===== src/rtl/sdcol_pkg.sv =====
package sdcol_pkg;

  // mode word field positions; a neighbouring controller decodes the same word
  localparam int unsigned BL_LSB = 0;
  localparam int unsigned BT_BIT = 3;
  localparam int unsigned CL_LSB = 4;
  localparam int unsigned OP_LSB = 7;
  localparam int unsigned WB_BIT = 9;

  typedef enum logic {
    ORD_SEQ = 1'b0,
    ORD_INT = 1'b1
  } order_e;

  typedef struct packed {
    logic       legal;
    logic       full;
    order_e     order;
    logic [1:0] len_log;
    logic [1:0] cas;
    logic       wr_single;
  } mode_dec_t;

endpackage


===== src/rtl/sdcol_mode_dec.sv =====
module sdcol_mode_dec
  import sdcol_pkg::*;
#(
  parameter int unsigned MODE_W = 13
) (
  input  logic [MODE_W-1:0] mode_i,
  output mode_dec_t         dec_o
);

  logic bl_ok, cl_ok, op_ok;
  logic unused_rsvd;

  // upper reserved bits carry no meaning here
  assign unused_rsvd = ^mode_i[MODE_W-1:WB_BIT+1];

  always_comb begin
    dec_o   = '0;
    bl_ok   = 1'b1;
    cl_ok   = 1'b1;
    case (mode_i[BL_LSB+:3])
      3'b000:  dec_o.len_log = 2'd0;
      3'b001:  dec_o.len_log = 2'd1;
      3'b010:  dec_o.len_log = 2'd2;
      3'b011:  dec_o.len_log = 2'd3;
      3'b111:  dec_o.full    = 1'b1;
      default: bl_ok         = 1'b0;
    endcase
    case (mode_i[CL_LSB+:3])
      3'b010:  dec_o.cas = 2'd2;
      3'b011:  dec_o.cas = 2'd3;
      default: cl_ok     = 1'b0;
    endcase
    op_ok = (mode_i[OP_LSB+:2] == 2'b00);
    // order is meaningless for a single beat
    dec_o.order = (dec_o.len_log == 2'd0 && !dec_o.full) ? ORD_SEQ : order_e'(mode_i[BT_BIT]);
    dec_o.wr_single = mode_i[WB_BIT];
    dec_o.legal = bl_ok && cl_ok && op_ok && !(dec_o.full && mode_i[BT_BIT]);
  end

endmodule


===== src/rtl/sdcol_addr_map.sv =====
module sdcol_addr_map
  import sdcol_pkg::*;
#(
  parameter int unsigned COL_W = 10
) (
  input  logic [COL_W-1:0] base_i,
  input  logic [COL_W-1:0] beat_i,
  input  logic [1:0]       len_log_i,
  input  logic             full_i,
  input  order_e           order_i,
  output logic [COL_W-1:0] mask_o,
  output logic [COL_W-1:0] col_o
);

  logic [COL_W-1:0] sum, mix, walk;

  assign mask_o = ~({COL_W{1'b1}} << len_log_i);
  assign sum    = base_i + beat_i;
  assign mix    = base_i ^ beat_i;

  // per-bit select: block bits follow the order, upper bits keep the base
  for (genvar b = 0; b < COL_W; b++) begin : g_bit
    assign walk[b] = mask_o[b] ? ((order_i == ORD_INT) ? mix[b] : sum[b]) : base_i[b];
  end

  assign col_o = full_i ? sum : walk;

endmodule


===== src/rtl/sdcol_gen.sv =====
module sdcol_gen
  import sdcol_pkg::*;
#(
  parameter int unsigned COL_W  = 10,
  parameter int unsigned MODE_W = 13
) (
  input  logic              clk_i,
  input  logic              rst_ni,
  input  logic [MODE_W-1:0] mode_i,
  input  logic              start_i,
  input  logic [COL_W-1:0]  col_i,
  input  logic              wr_i,
  input  logic              adv_i,
  input  logic              stop_i,
  output logic [COL_W-1:0]  col_o,
  output logic              valid_o,
  output logic              last_o,
  output logic              err_o,
  output logic [1:0]        cas_lat_o
);

  mode_dec_t        dec;
  logic             start_ok, single;
  logic             active_q, full_q, err_q;
  order_e           order_q;
  logic [1:0]       len_log_q, cas_q;
  logic [COL_W-1:0] base_q, beat_q, mask;
  logic             last_beat;

  sdcol_mode_dec #(.MODE_W(MODE_W)) u_dec (
    .mode_i (mode_i),
    .dec_o  (dec)
  );

  assign start_ok = start_i && dec.legal;
  assign single   = wr_i && dec.wr_single;

  always_ff @(posedge clk_i or negedge rst_ni) begin
    if (!rst_ni) begin
      active_q  <= 1'b0;
      full_q    <= 1'b0;
      err_q     <= 1'b0;
      order_q   <= ORD_SEQ;
      len_log_q <= '0;
      cas_q     <= 2'd2;
      base_q    <= '0;
      beat_q    <= '0;
    end else begin
      err_q <= start_i && !dec.legal;
      if (start_ok) begin
        active_q  <= 1'b1;
        base_q    <= col_i;
        beat_q    <= '0;
        cas_q     <= dec.cas;
        full_q    <= dec.full && !single;
        len_log_q <= single ? 2'd0 : dec.len_log;
        order_q   <= single ? ORD_SEQ : dec.order;
      end else if (active_q) begin
        if (full_q && stop_i) begin
          active_q <= 1'b0;
        end else if (adv_i) begin
          if (last_beat) active_q <= 1'b0;
          else           beat_q   <= beat_q + 1'b1;
        end
      end
    end
  end

  sdcol_addr_map #(.COL_W(COL_W)) u_map (
    .base_i    (base_q),
    .beat_i    (beat_q),
    .len_log_i (len_log_q),
    .full_i    (full_q),
    .order_i   (order_q),
    .mask_o    (mask),
    .col_o     (col_o)
  );

  assign last_beat = active_q && !full_q && (beat_q == mask);
  assign valid_o   = active_q;
  assign last_o    = last_beat;
  assign err_o     = err_q;
  assign cas_lat_o = cas_q;


  blk_upper_fixed_chk: assert property (@(posedge clk_i) disable iff (!rst_ni)
    (valid_o && $past(valid_o) && !$past(start_i) && !full_q)
      |-> ((col_o & ~mask) == ($past(col_o) & ~mask)));


  full_step_chk: assert property (@(posedge clk_i) disable iff (!rst_ni)
    (valid_o && $past(valid_o) && full_q && $past(adv_i) && !$past(start_i) && !$past(stop_i))
      |-> (col_o == COL_W'($past(col_o) + 1'b1)));


  last_ends_chk: assert property (@(posedge clk_i) disable iff (!rst_ni)
    (last_o && adv_i && !start_i) |=> !valid_o);


  err_cause_chk: assert property (@(posedge clk_i) disable iff (!rst_ni)
    err_o |-> $past(start_i));


  hold_chk: assert property (@(posedge clk_i) disable iff (!rst_ni)
    (valid_o && $past(valid_o) && !$past(adv_i) && !$past(start_i)) |-> $stable(col_o));


  begin_chk: assert property (@(posedge clk_i) disable iff (!rst_ni)
    $rose(valid_o) |-> $past(start_i));

endmodule


===== config.mk =====
export PLATFORM = sky130hd
export DESIGN_NAME = sdcol_gen
export DESIGN_NICKNAME = d
export VERILOG_FILES = /design/src/rtl/sdcol_pkg.sv /design/src/rtl/sdcol_mode_dec.sv /design/src/rtl/sdcol_addr_map.sv /design/src/rtl/sdcol_gen.sv
export SDC_FILE = /design/constraint.sdc
export NUM_CORES = 1
export LEC_CHECK = 0
export BUFFER_PORTS_ARGS = -buffer_cell sky130_fd_sc_hd__buf_2
export CELL_PAD_IN_SITES_DETAIL_PLACEMENT = 1
export CELL_PAD_IN_SITES_GLOBAL_PLACEMENT = 1
export CORE_MARGIN = 3
export CORE_UTILIZATION = 40
export DETAILED_ROUTE_END_ITERATION = 7
export HOLD_SLACK_MARGIN = 0.15
export MAX_ROUTING_LAYER = met4
export PLACE_DENSITY_LB_ADDON = 0.1
export SYNTH_ARGS = -nofsm -noshare
export SYNTH_HDL_FRONTEND = slang
export SYNTH_HIERARCHICAL = 1
export SYNTH_SLANG_ARGS = --single-unit

===== constraint.sdc =====
create_clock -name clk_i -period 2.9 [get_ports clk_i]
set_input_delay 0.435 -clock clk_i [delete_from_list [all_inputs] [get_ports clk_i]]
set_output_delay 0.435 -clock clk_i [all_outputs]
set_load 0.005 [all_outputs]

==> results of run 1 <==
## per-layer routing
layer,vias to the layer above,share of wire,routed length (um)
met4,0,0.011,53
met1,859,0.47,2381
met5,-,0,0
met3,4,0.031,157
li1,909,-,-
met2,32,0.48,2428
## synth_stat cells, types with 2 or more instances
library cell   n
nand3_1        7
mux2_2         6
or2_2          2
o21ai_1        2
a21oi_1       13
o31ai_1        7
and2_1         3
dfrtp_1       27
a22o_1         4
clkbuf_1       6
o21ai_0        5
nor2b_1        5
inv_1          3
or3_1          4
nor3_1         4
nand2_1       49
o21a_1         2
a21boi_2       2
o21bai_1       2
or4_1          7
a21o_1         3
nor2_1        11
xnor2_1       14
o211ai_1       3
buf_4          9
ha_1          10
o22a_1         2
nand4_1        5
## sequential cells by signal (all words and copies together), names as in the netlist
register,cells
base_q,10
beat_q,10
cas_lat_o,2
err_o,1
full_q,1
len_log_q,2
order_q,1
valid_o,1
## area by class of cell
cell class,instances,area (um^2),area share
multi-input combinational,196,1271,0.5300
clock buffer,4,55.05,0.02295
tap,67,83.83,0.03495
timing repair buffer,48,272.8,0.1137
inverter,3,11.26,0.004695
sequential,28,704.4,0.2937
## timing repair
action                     in CTS  in global routing
resized for setup               2                  9
setup buffers                   1                  2
setup endpoints to repair       2                  4
hold buffers                    0                  0
pin swaps                       2                  4
## power groups by stage
stage / clock network (W) / logic (W) / registers, W
final: 0.000247 / 0.000561 / 0.000542
after global routing: 0.000276 / 0.000632 / 0.000559
after CTS: 0.000256 / 0.000538 / 0.000543
after detailed placement: 0 / 0.000521 / 0.000550
after global placement: 0 / 0.000501 / 0.000547
after floorplan: 0 / 0.000351 / 0.000532
## worst max path at each step
stage          cells after the start       end  slack (ps)
2_1_floorplan                      8  col_o[8]         450
3_3_place_gp                       9  col_o[8]         200
3_5_place_dp                       9  col_o[8]         160
4_1_cts                            8  col_o[9]          20
5_1_grt                            9  col_o[8]         -40
6_report                           9  col_o[8]          60
## cells by family (layout without fill, tap and decap cells)
logic type / count (synthesis) / after routing / synth area share
flops: 28 / 28 / 0.3433
mux: 7 / 7 / 0.03794
xor+xnor: 15 / 15 / 0.06426
compound gates: 50 / 50 / 0.1683
simple gates: 106 / 106 / 0.2558
fa+ha+maj: 11 / 11 / 0.07099
other cells: 1 / 7 / 0.001834
buf+inv: 20 / 55 / 0.05752
## through the flow
stage          cells  setup slack [ps]    util
3_5_place_dp     339             159.8  0.4738
6_report         346             60.98  0.4979
2_1_floorplan    244             451.0       -
5_1_grt          346            -36.51  0.4979
4_1_cts          344             21.16  0.4881
3_3_place_gp     339             200.7  0.4738
==> run summary, run 1 <==
outcome - complete, no violations
Clock Tree Root - clkbuf_8
Worst-Skew Late Latency - 280 ps
Syn Area/Cell - 8.590 um^2
Critical Path End Type - primary output
Yosys cell types - 49
H-tree depth - 1
Leakage - 1.143 nW
YS warnings - 6
sequential share of power - 0.402
Pre-Repair DR Iteration Count - 4
RSZ-0062 raised after global routing - yes
Remaining Overflow, GRT - 0
Finished Cell Area - 0.002399 mm^2
# rows - 25
Most Crowded Layer GR - met2
Synth Instances - 238
GR Util met2 - 0.2988
ys async rst share - 1.000
Chip Width - 77.49 um
sw frac - 0.3570
DP Area - 0.002282 mm^2
CP Cell Sequence - ha_2 -> fa_2 -> a21o_1 -> a21oi_2 -> o21ai_2 -> a31oi_1 -> xnor2_1 -> mux2_4 -> buf_6
FF-to-FF path depth - 4
worst vdd ir - 236.9 uV
initial antenna violation count - 0
Reg clk slew, reported paths - 100 ps
final net count - 320
FF-to-FF Start - full_q
critical path arrival - 2400 ps
minimum hold slack - 174.0 ps
core area - 0.004817 mm^2
CTS Buffer Depth - 2
I/O pin count - 44
Startpoint Class - flop
period utilization - 0.9790
Bufs and invs on worst path - 1
number of synthesized flops with an enable pin - 0
Most used DFF post-synth - dfrtp_1
drc violations - 0
initial core utilization - 0.4244
Die ar. - 0.006005 mm^2
Highest Clock Rate - 352.2 MHz
ant diodes - 0
setup TNS - 0 ps
layout cell share with drive strength beyond 1 - 0.2688
most frequent cells in the layout - nand2_1 (49), buf_2 (38), dfrtp_1 (25), xnor2_1 (14), a21oi_1 (12)
routability cong. - 0.8380
chip height - 77.49 um
total CTS buffers - 3
# fillers - 630
first-pass GRT wire length - 8776 um
delay-heaviest family, CP - compound AO/OA/AOI/OAI gates
crit path from - base_q[0]
Combinational Power Share - 0.416
Rel. slew slack - 0.4329
routed wire length - 5021 um
Synth Register Bits - 28
Worst EP required - 2470 ps
reg2reg end - beat_q[6]
Worst Path Max Fanout - 3
fin. max-slew vios - 0
hpwl dp - 3818 um
worst hold path class - primary input to async pin
overall global routing resource usage - 0.1851
pin count of the biggest net entering global routing - 29
vias in the first global route - 1800
Pint - 0.0008674 W
area delta synth->final - 17.32%
Setup CP Type - flop to primary output
met1 Track Usage GR - 0.2466
final critical-path required period - 2839 ps
Clock Sinks - 28
GR Layer Usage met3 - 0.01972
Clock Skews - 4.740 ps
Slew @ Worst Pin - 850.7 ps
Max-Cap Viols - 0
Clk network pwr share - 0.183
Syn Std Cell Area - 0.002044 mm^2
switching power of the nets - 0.0004816 W
Final Hold Fails - 0
CP max stage delay - 420 ps
Synth area leaders - dfrtp_1 (33%), nand2_1 (9.0%), ha_1 (6.1%), xnor2_1 (6.0%), buf_4 (3.3%)
area share of the largest cell type after synthesis - 0.3305
Final ANT Viol Nets - 0
commonest non-fill, non-tap cell in the layout - nand2_1
total power - 0.001349 W
CP max-delay cell - dfrtp_1
vias after detailed routing - 1804
Pwr Density - 562.4 mW/mm^2
CTS tree - built
Yosys top cell by area - dfrtp_1
I/O Buffers - 40
worst reg-to-reg setup slack - 760 ps
vias per cell - 5.214
setup violators final - 0
Seq/Total Area, Yosys - 0.3433
Initial DRC Count - 67
Wirelength per Cell - 14.51 um
No activity file was read; power rests on OpenSTA's default activity.
==> run 2, diff against run 1 <==
--- a/config.mk
+++ b/config.mk
@@ -5,15 +5,17 @@
 export SDC_FILE = /design/constraint.sdc
 export NUM_CORES = 1
 export LEC_CHECK = 0
+export ABC_AREA = 1
 export BUFFER_PORTS_ARGS = -buffer_cell sky130_fd_sc_hd__buf_2
 export CELL_PAD_IN_SITES_DETAIL_PLACEMENT = 1
 export CELL_PAD_IN_SITES_GLOBAL_PLACEMENT = 1
 export CORE_MARGIN = 3
-export CORE_UTILIZATION = 40
+export CORE_UTILIZATION = 39
 export DETAILED_ROUTE_END_ITERATION = 7
 export HOLD_SLACK_MARGIN = 0.15
 export MAX_ROUTING_LAYER = met4
 export PLACE_DENSITY_LB_ADDON = 0.1
+export SLEW_MARGIN = 20
 export SYNTH_ARGS = -nofsm -noshare
 export SYNTH_HDL_FRONTEND = slang
 export SYNTH_HIERARCHICAL = 1
==> run summary, run 2 <==
# rows - 27 (+8.0%)
worst hold path class - primary input to async pin
critical path arrival - 2120 ps (-280 ps)
Non-Filler Instances - 480 (+39%)
Reg clk slew, reported paths - 110 ps (about the same)
Clock Skews - 4.881 ps (+0.1411 ps)
vias per cell - 4.881 (-6.4%)
CP dominant cell by count - nand2_1
Clock Sinks - 28 (unchanged)
YS warnings - 6 (unchanged)
Initial DRC Count - 77 (+15%)
# hold bufs at CTS - 0 (unchanged)
number of synthesized flops with an enable pin - 0 (unchanged)
Syn Area/Cell - 6.393 um^2 (-26%)
# fillers - 804 (+28%)
Slew @ Worst Pin - 690.3 ps (-160.4 ps)
Yosys cell types - 37 (-24%)
ys async rst share - 1.000 (unchanged)
setup bufs post-CTS - 0 (-1)
RSZ-0062 raised after global routing - no
worst vdd ir - 229.1 uV (-3.3%)
biggest regs - base_q (10), beat_q (10)
overall global routing resource usage - 0.1933 (+0.008271)
area delta synth->final - 11.04%
commonest non-fill, non-tap cell in the layout - nand2_1
Setup CP Type - flop to primary output
Worst Path Max Fanout - 6 (+3)
Wirelength per Cell - 12.95 um (-11%)
I/O Buffers - 40 (unchanged)
ant diodes - 0 (unchanged)
# resized after CTS - 0 (-2)
pin count of the biggest net entering global routing - 29 (unchanged)
CP max stage delay - 470 ps (+50 ps)
Most used DFF post-synth - dfrtp_1
area share of the largest cell type after synthesis - 0.2826 (-0.04790)
routed wire length - 6215 um (+24%)
Leakage - 1.614 nW (+41%)
dpl cells - 476 (+40%)
Clock Tree Root - clkbuf_8
Highest Clock Rate - 391.7 MHz (+11%)
most numerous cell in the Yosys netlist - nand2_1
Worst-Skew Late Latency - 280 ps (about the same)
I/O pin count - 44 (unchanged)
Die ar. - 0.007106 mm^2 (+18%)
Rel. slew slack - 0.5398 (+0.1069)
Chip Width - 84.30 um (+8.8%)
Synth area leaders - dfrtp_1 (28%), nand2_1 (23%), inv_1 (7.8%), nand3_1 (7.3%), ha_1 (5.2%)
minimum hold slack - 179.1 ps (+5.082 ps)
vias in the first global route - 2482 (+38%)
drc violations - 0 (unchanged)
initial antenna violation count - 0 (unchanged)
Commonest cells post-synth - nand2_1 (146), inv_1 (50), nand3_1 (35), dfrtp_1 (27), nor2_1 (18)
Seq/Total Area, Yosys - 0.2936 (-0.04977)
CTS tree - built
setup TNS - 0 ps (unchanged)
initial core utilization - 0.4188 (-0.005612)
hpwl dp - 4878 um (+28%)
total power - 0.001171 W (-13%)
CTS Buffer Depth - 2 (unchanged)
period utilization - 0.8804 (-0.09862)
Max-Cap Viols - 0 (unchanged)
vias after detailed routing - 2343 (+30%)
FF-to-FF Start - len_log_q[1]
Synth Instances - 374 (+57%)
most frequent cells in the layout - nand2_1 (146), inv_1 (50), buf_2 (40), nand3_1 (35), dfrtp_1 (27)
Syn Std Cell Area - 0.002391 mm^2 (+17%)
CP max-delay cell - dfrtp_1
chip height - 84.30 um (+8.8%)
FF-to-FF path depth - 11 (+7)
Pre-Repair DR Iteration Count - 4 (unchanged)
CP Cell Sequence - ha_1 -> fa_1 -> nand3_1 -> nand2_2 -> nand2_1 -> nand2_1 -> nand2_1 -> nand3_1 -> nand2_1 -> buf_2
reg2reg end - beat_q[1]
routability cong. - 0.8234 (-1.7%)
Yosys top cell by area - dfrtp_1
Startpoint Class - flop
outcome - complete, no violations
Pwr Density - 441.2 mW/mm^2 (-22%)
first-pass GRT wire length - 11230 um (+28%)
core area - 0.005709 mm^2 (+19%)
layout cell share with drive strength beyond 1 - 0.1691 (-0.09970)
Worst EP required - 2470 ps (about the same)
final critical-path required period - 2553 ps (-286.0 ps)
Final ANT Viol Nets - 0 (unchanged)
Remaining Overflow, GRT - 0 (unchanged)
Final Hold Fails - 0 (unchanged)
Critical Path End Type - primary output
final net count - 449 (+40%)
fin. max-slew vios - 0 (unchanged)
worst reg-to-reg setup slack - 1230 ps (+470 ps)
Synth Register Bits - 28 (unchanged)
setup violators final - 0 (unchanged)
total CTS buffers - 3 (unchanged)
H-tree depth - 1 (unchanged)
[run 2: worst max-delay path by stage]
stage / depth (start not counted) / from / slack [ps] / to
floorplan: 9 / beat_q[0] / 960 / col_o[6]
global placement: 10 / beat_q[0] / 710 / col_o[6]
detailed placement: 10 / beat_q[0] / 680 / col_o[8]
CTS: 10 / beat_q[0] / 340 / col_o[6]
global route: 10 / beat_q[0] / 170 / col_o[8]
finish: 10 / beat_q[0] / 350 / col_o[8]
[run 2: logic make-up (layout without fill, tap and decap cells)]
logic type | count (synthesis) | in the layout | share of synthesized area
other | 1 | 7 | 0.001568
AOI/OAI and AO/OA | 19 | 19 | 0.04553
DFF | 28 | 28 | 0.2936
buffers and inverters | 77 | 105 | 0.1439
muxes | 1 | 1 | 0.004186
xor gates and xnor gates | 9 | 9 | 0.03297
and+or+nand+nor | 228 | 228 | 0.4176
adders and majority gates | 11 | 11 | 0.06070
[run 2: worst max-delay path: cells and delay by family, from the launching register on]
family	cells	cell delay, ps
adder cells (fa/ha/maj)	2	690
buffers and inverters	1	100
flip-flops	1	470
AND/OR/NAND/NOR	7	580
[run 2: per-layer routing]
metal,up-vias,part of all wire,track usage
li1,1211,-,-
met2,32,0.50,0.3415
met5,-,0,-
met3,5,0.026,0.01766
met4,0,0.0072,0.03216
met1,1095,0.47,0.2430
[run 2: where the power goes]
group          internal [W]  total (W)  leakage, nW  switching (W)
Clock              0.000122   0.000261       0.0288       0.000139
Sequential         0.000443   0.000516        0.370      0.0000728
Combinational      0.000172   0.000395         1.22       0.000223
[run 2: final cells by class]
class	instances	area [um^2]	share of cell area
Multi-Input combinational cell	275	1368	0.5151
Sequential cell	28	701.9	0.2644
Timing Repair Buffer	43	222.7	0.08388
Inverter	58	217.7	0.08200
Tap cell	72	90.09	0.03393
Clock buffer	4	55.05	0.02074
[run 2: per-stage QoR]
step / instance area [um^2] / setup slack, ps / util
after floorplan: 2414 / 957.3 / -
after global placement: 2600 / 711.1 / 0.4554
after detailed placement: 2600 / 676.4 / 0.4554
after CTS: 2655 / 336.7 / 0.4650
after global routing: 2655 / 170.3 / 0.4650
final: 2655 / 347.0 / 0.4650
==> run 3, diff against run 2 <==
--- a/config.mk
+++ b/config.mk
@@ -9,11 +9,10 @@
 export BUFFER_PORTS_ARGS = -buffer_cell sky130_fd_sc_hd__buf_2
 export CELL_PAD_IN_SITES_DETAIL_PLACEMENT = 1
 export CELL_PAD_IN_SITES_GLOBAL_PLACEMENT = 1
-export CORE_MARGIN = 3
+export CORE_MARGIN = 8
 export CORE_UTILIZATION = 39
 export DETAILED_ROUTE_END_ITERATION = 7
 export HOLD_SLACK_MARGIN = 0.15
-export MAX_ROUTING_LAYER = met4
 export PLACE_DENSITY_LB_ADDON = 0.1
 export SLEW_MARGIN = 20
 export SYNTH_ARGS = -nofsm -noshare
==> run summary, run 3 (same netlist as run 2, synthesis figures left out) <==
hpwl dp - 5020 um (+2.9%)
total power - 0.001161 W (-0.86%)
final critical-path required period - 2530 ps (-22.67 ps)
Worst EP required - 2470 ps (about the same)
total CTS buffers - 3 (unchanged)
setup TNS - 0 ps (unchanged)
critical path arrival - 2100 ps (-20 ps)
ant diodes - 0 (unchanged)
Pre-Repair DR Iteration Count - 4 (unchanged)
reg2reg end - beat_q[2]
outcome - complete, no violations
Clock Sinks - 28 (unchanged)
Die ar. - 0.008892 mm^2 (+25%)
final net count - 448 (-0.22%)
Setup CP Type - flop to primary output
setup bufs post-CTS - 0 (unchanged)
FF-to-FF Start - len_log_q[1]
vias after detailed routing - 2365 (+0.94%)
drc violations - 0 (unchanged)
Clock Tree Root - clkbuf_8
Remaining Overflow, GRT - 0 (unchanged)
biggest regs - base_q (10), beat_q (10)
worst reg-to-reg setup slack - 1220 ps (about the same)
I/O pin count - 44 (unchanged)
Pint - 0.0007361 W (about the same)
worst hold path class - primary input to async pin
setup violators final - 0 (unchanged)
CTS Buffer Depth - 2 (unchanged)
Critical Path End Type - primary output
Combinational Power Share - 0.338 (about the same)
CP max stage delay - 460 ps (about the same)
initial antenna violation count - 0 (unchanged)
final worst slack - 369.6 ps (+22.67 ps)
vias per cell - 4.907 (+0.52%)
Final Hold Fails - 0 (unchanged)
switching power of the nets - 0.0004252 W (-2.2%)
most frequent cells in the layout - nand2_1 (146), inv_1 (50), buf_2 (40), nand3_1 (35), dfrtp_1 (27)
chip height - 94.30 um (+12%)
Max-Cap Viols - 0 (unchanged)
sequential share of power - 0.443 (+0.003)
Pwr Density - 438.0 mW/mm^2 (-0.72%)
# resized after CTS - 0 (unchanged)
FF-to-FF path depth - 11 (unchanged)
initial core utilization - 0.4038 (-0.01496)
Initial DRC Count - 60 (-22%)
routed wire length - 6305 um (+1.4%)
vias in the first global route - 2437 (-1.8%)
worst vdd ir - 205.6 uV (-10%)
fin util - 0.4478 (-0.01724)
# rows - 28 (+3.7%)
core area - 0.005921 mm^2 (+3.7%)
sw frac - 0.3662 (-0.005054)
Reg clk slew, reported paths - 100 ps (about the same)
Chip Width - 94.30 um (+12%)
overall global routing resource usage - 0.1525 (-0.04084)
RSZ-0062 raised after global routing - no
# hold bufs at CTS - 0 (unchanged)
pin count of the biggest net entering global routing - 29 (unchanged)
Rel. slew slack - 0.5596 (+0.01977)
Highest Clock Rate - 395.2 MHz (+0.90%)
first-pass GRT wire length - 11080 um (-1.4%)
Clk network pwr share - 0.220 (-0.003)
H-tree depth - 1 (unchanged)
Wirelength per Cell - 13.08 um (+1.0%)
layout cell share with drive strength beyond 1 - 0.1671 (-0.002041)
period utilization - 0.8725 (-0.007816)
DP Area - 0.002596 mm^2 (-0.14%)
routability cong. - 0.8205 (-0.35%)
CP max-delay cell - dfrtp_1
area delta synth->final - 10.88%
Worst-Skew Late Latency - 280 ps (about the same)
fin. max-slew vios - 0 (unchanged)
Finished Cell Area - 0.002651 mm^2 (-0.14%)
CP Cell Sequence - ha_1 -> fa_1 -> nand3_1 -> nand2_2 -> nand3_1 -> nand2_1 -> nand2_1 -> nand3_1 -> nand2_1 -> buf_2
Final ANT Viol Nets - 0 (unchanged)
commonest non-fill, non-tap cell in the layout - nand2_1
Startpoint Class - flop
I/O Buffers - 40 (unchanged)
CTS tree - built
Leakage - 1.609 nW (-0.34%)
Worst Path Max Fanout - 6 (unchanged)
Clock Skews - 0.9389 ps (-3.942 ps)
dpl ws - 665.6 ps (-10.83 ps)
Slew @ Worst Pin - 660.6 ps (-29.66 ps)
## run 3: cell types whose count changed in the layout (fill, tap and decap cells not counted), sizes merged
cell	delta
buf	-1
## run 3: worst max-delay path by stage
stage                     startpoint        to  slack, ps
final                      beat_q[0]  col_o[6]        370
after global routing       beat_q[0]  col_o[6]        180
after CTS                  beat_q[0]  col_o[8]        330
after detailed placement   beat_q[0]  col_o[6]        670
after global placement     beat_q[0]  col_o[8]        710
after floorplan            beat_q[0]  col_o[6]        960
## run 3: cell type report
| cell class | count | area [um^2] |
|---|---|---|
| inverter | 58 | 217.7 |
| sequential | 28 | 701.9 |
| fill | 850 | 3269 |
| timing repair buffer | 42 | 215.2 |
| clock buffer | 4 | 55.05 |
| tap | 75 | 93.84 |
| multi-input combinational | 275 | 1368 |
## run 3: routing by layer
| metal | global-route usage | routed length (um) | share of wire |
|---|---|---|---|
| met2 | 0.2706 | 3040 | 0.48 |
| met4 | 0.03963 | 73 | 0.012 |
| met5 | 0 | 0 | 0 |
| met1 | 0.1841 | 2961 | 0.47 |
| met3 | 0.02638 | 230 | 0.036 |
## run 3: critical path, delay by kind of cell (launching register included)
kind                       cells  cell delay [ps]
adders and majority gates      2              680
buffers and inverters          1              100
DFF                            1              460
and+or+nand+nor                7              580
## run 3: power by group through the flow
stage	registers, W	clock network (W)	logic (W)
global route	0.000526	0.000276	0.000461
detailed placement	0.000524	0	0.000399
CTS	0.000516	0.000268	0.000402
finish	0.000514	0.000255	0.000392
floorplan	0.000496	0	0.000288
global placement	0.000524	0	0.000386
## run 3: through the flow
| stage | hold WS, ps | cells |
|---|---|---|
| finish | 175.5 | 482 |
| global route | 223.8 | 482 |
| CTS | 201.6 | 482 |
| detailed placement | 458.8 | 478 |
| global placement | 458.0 | 478 |
| floorplan | 139.4 | 380 |
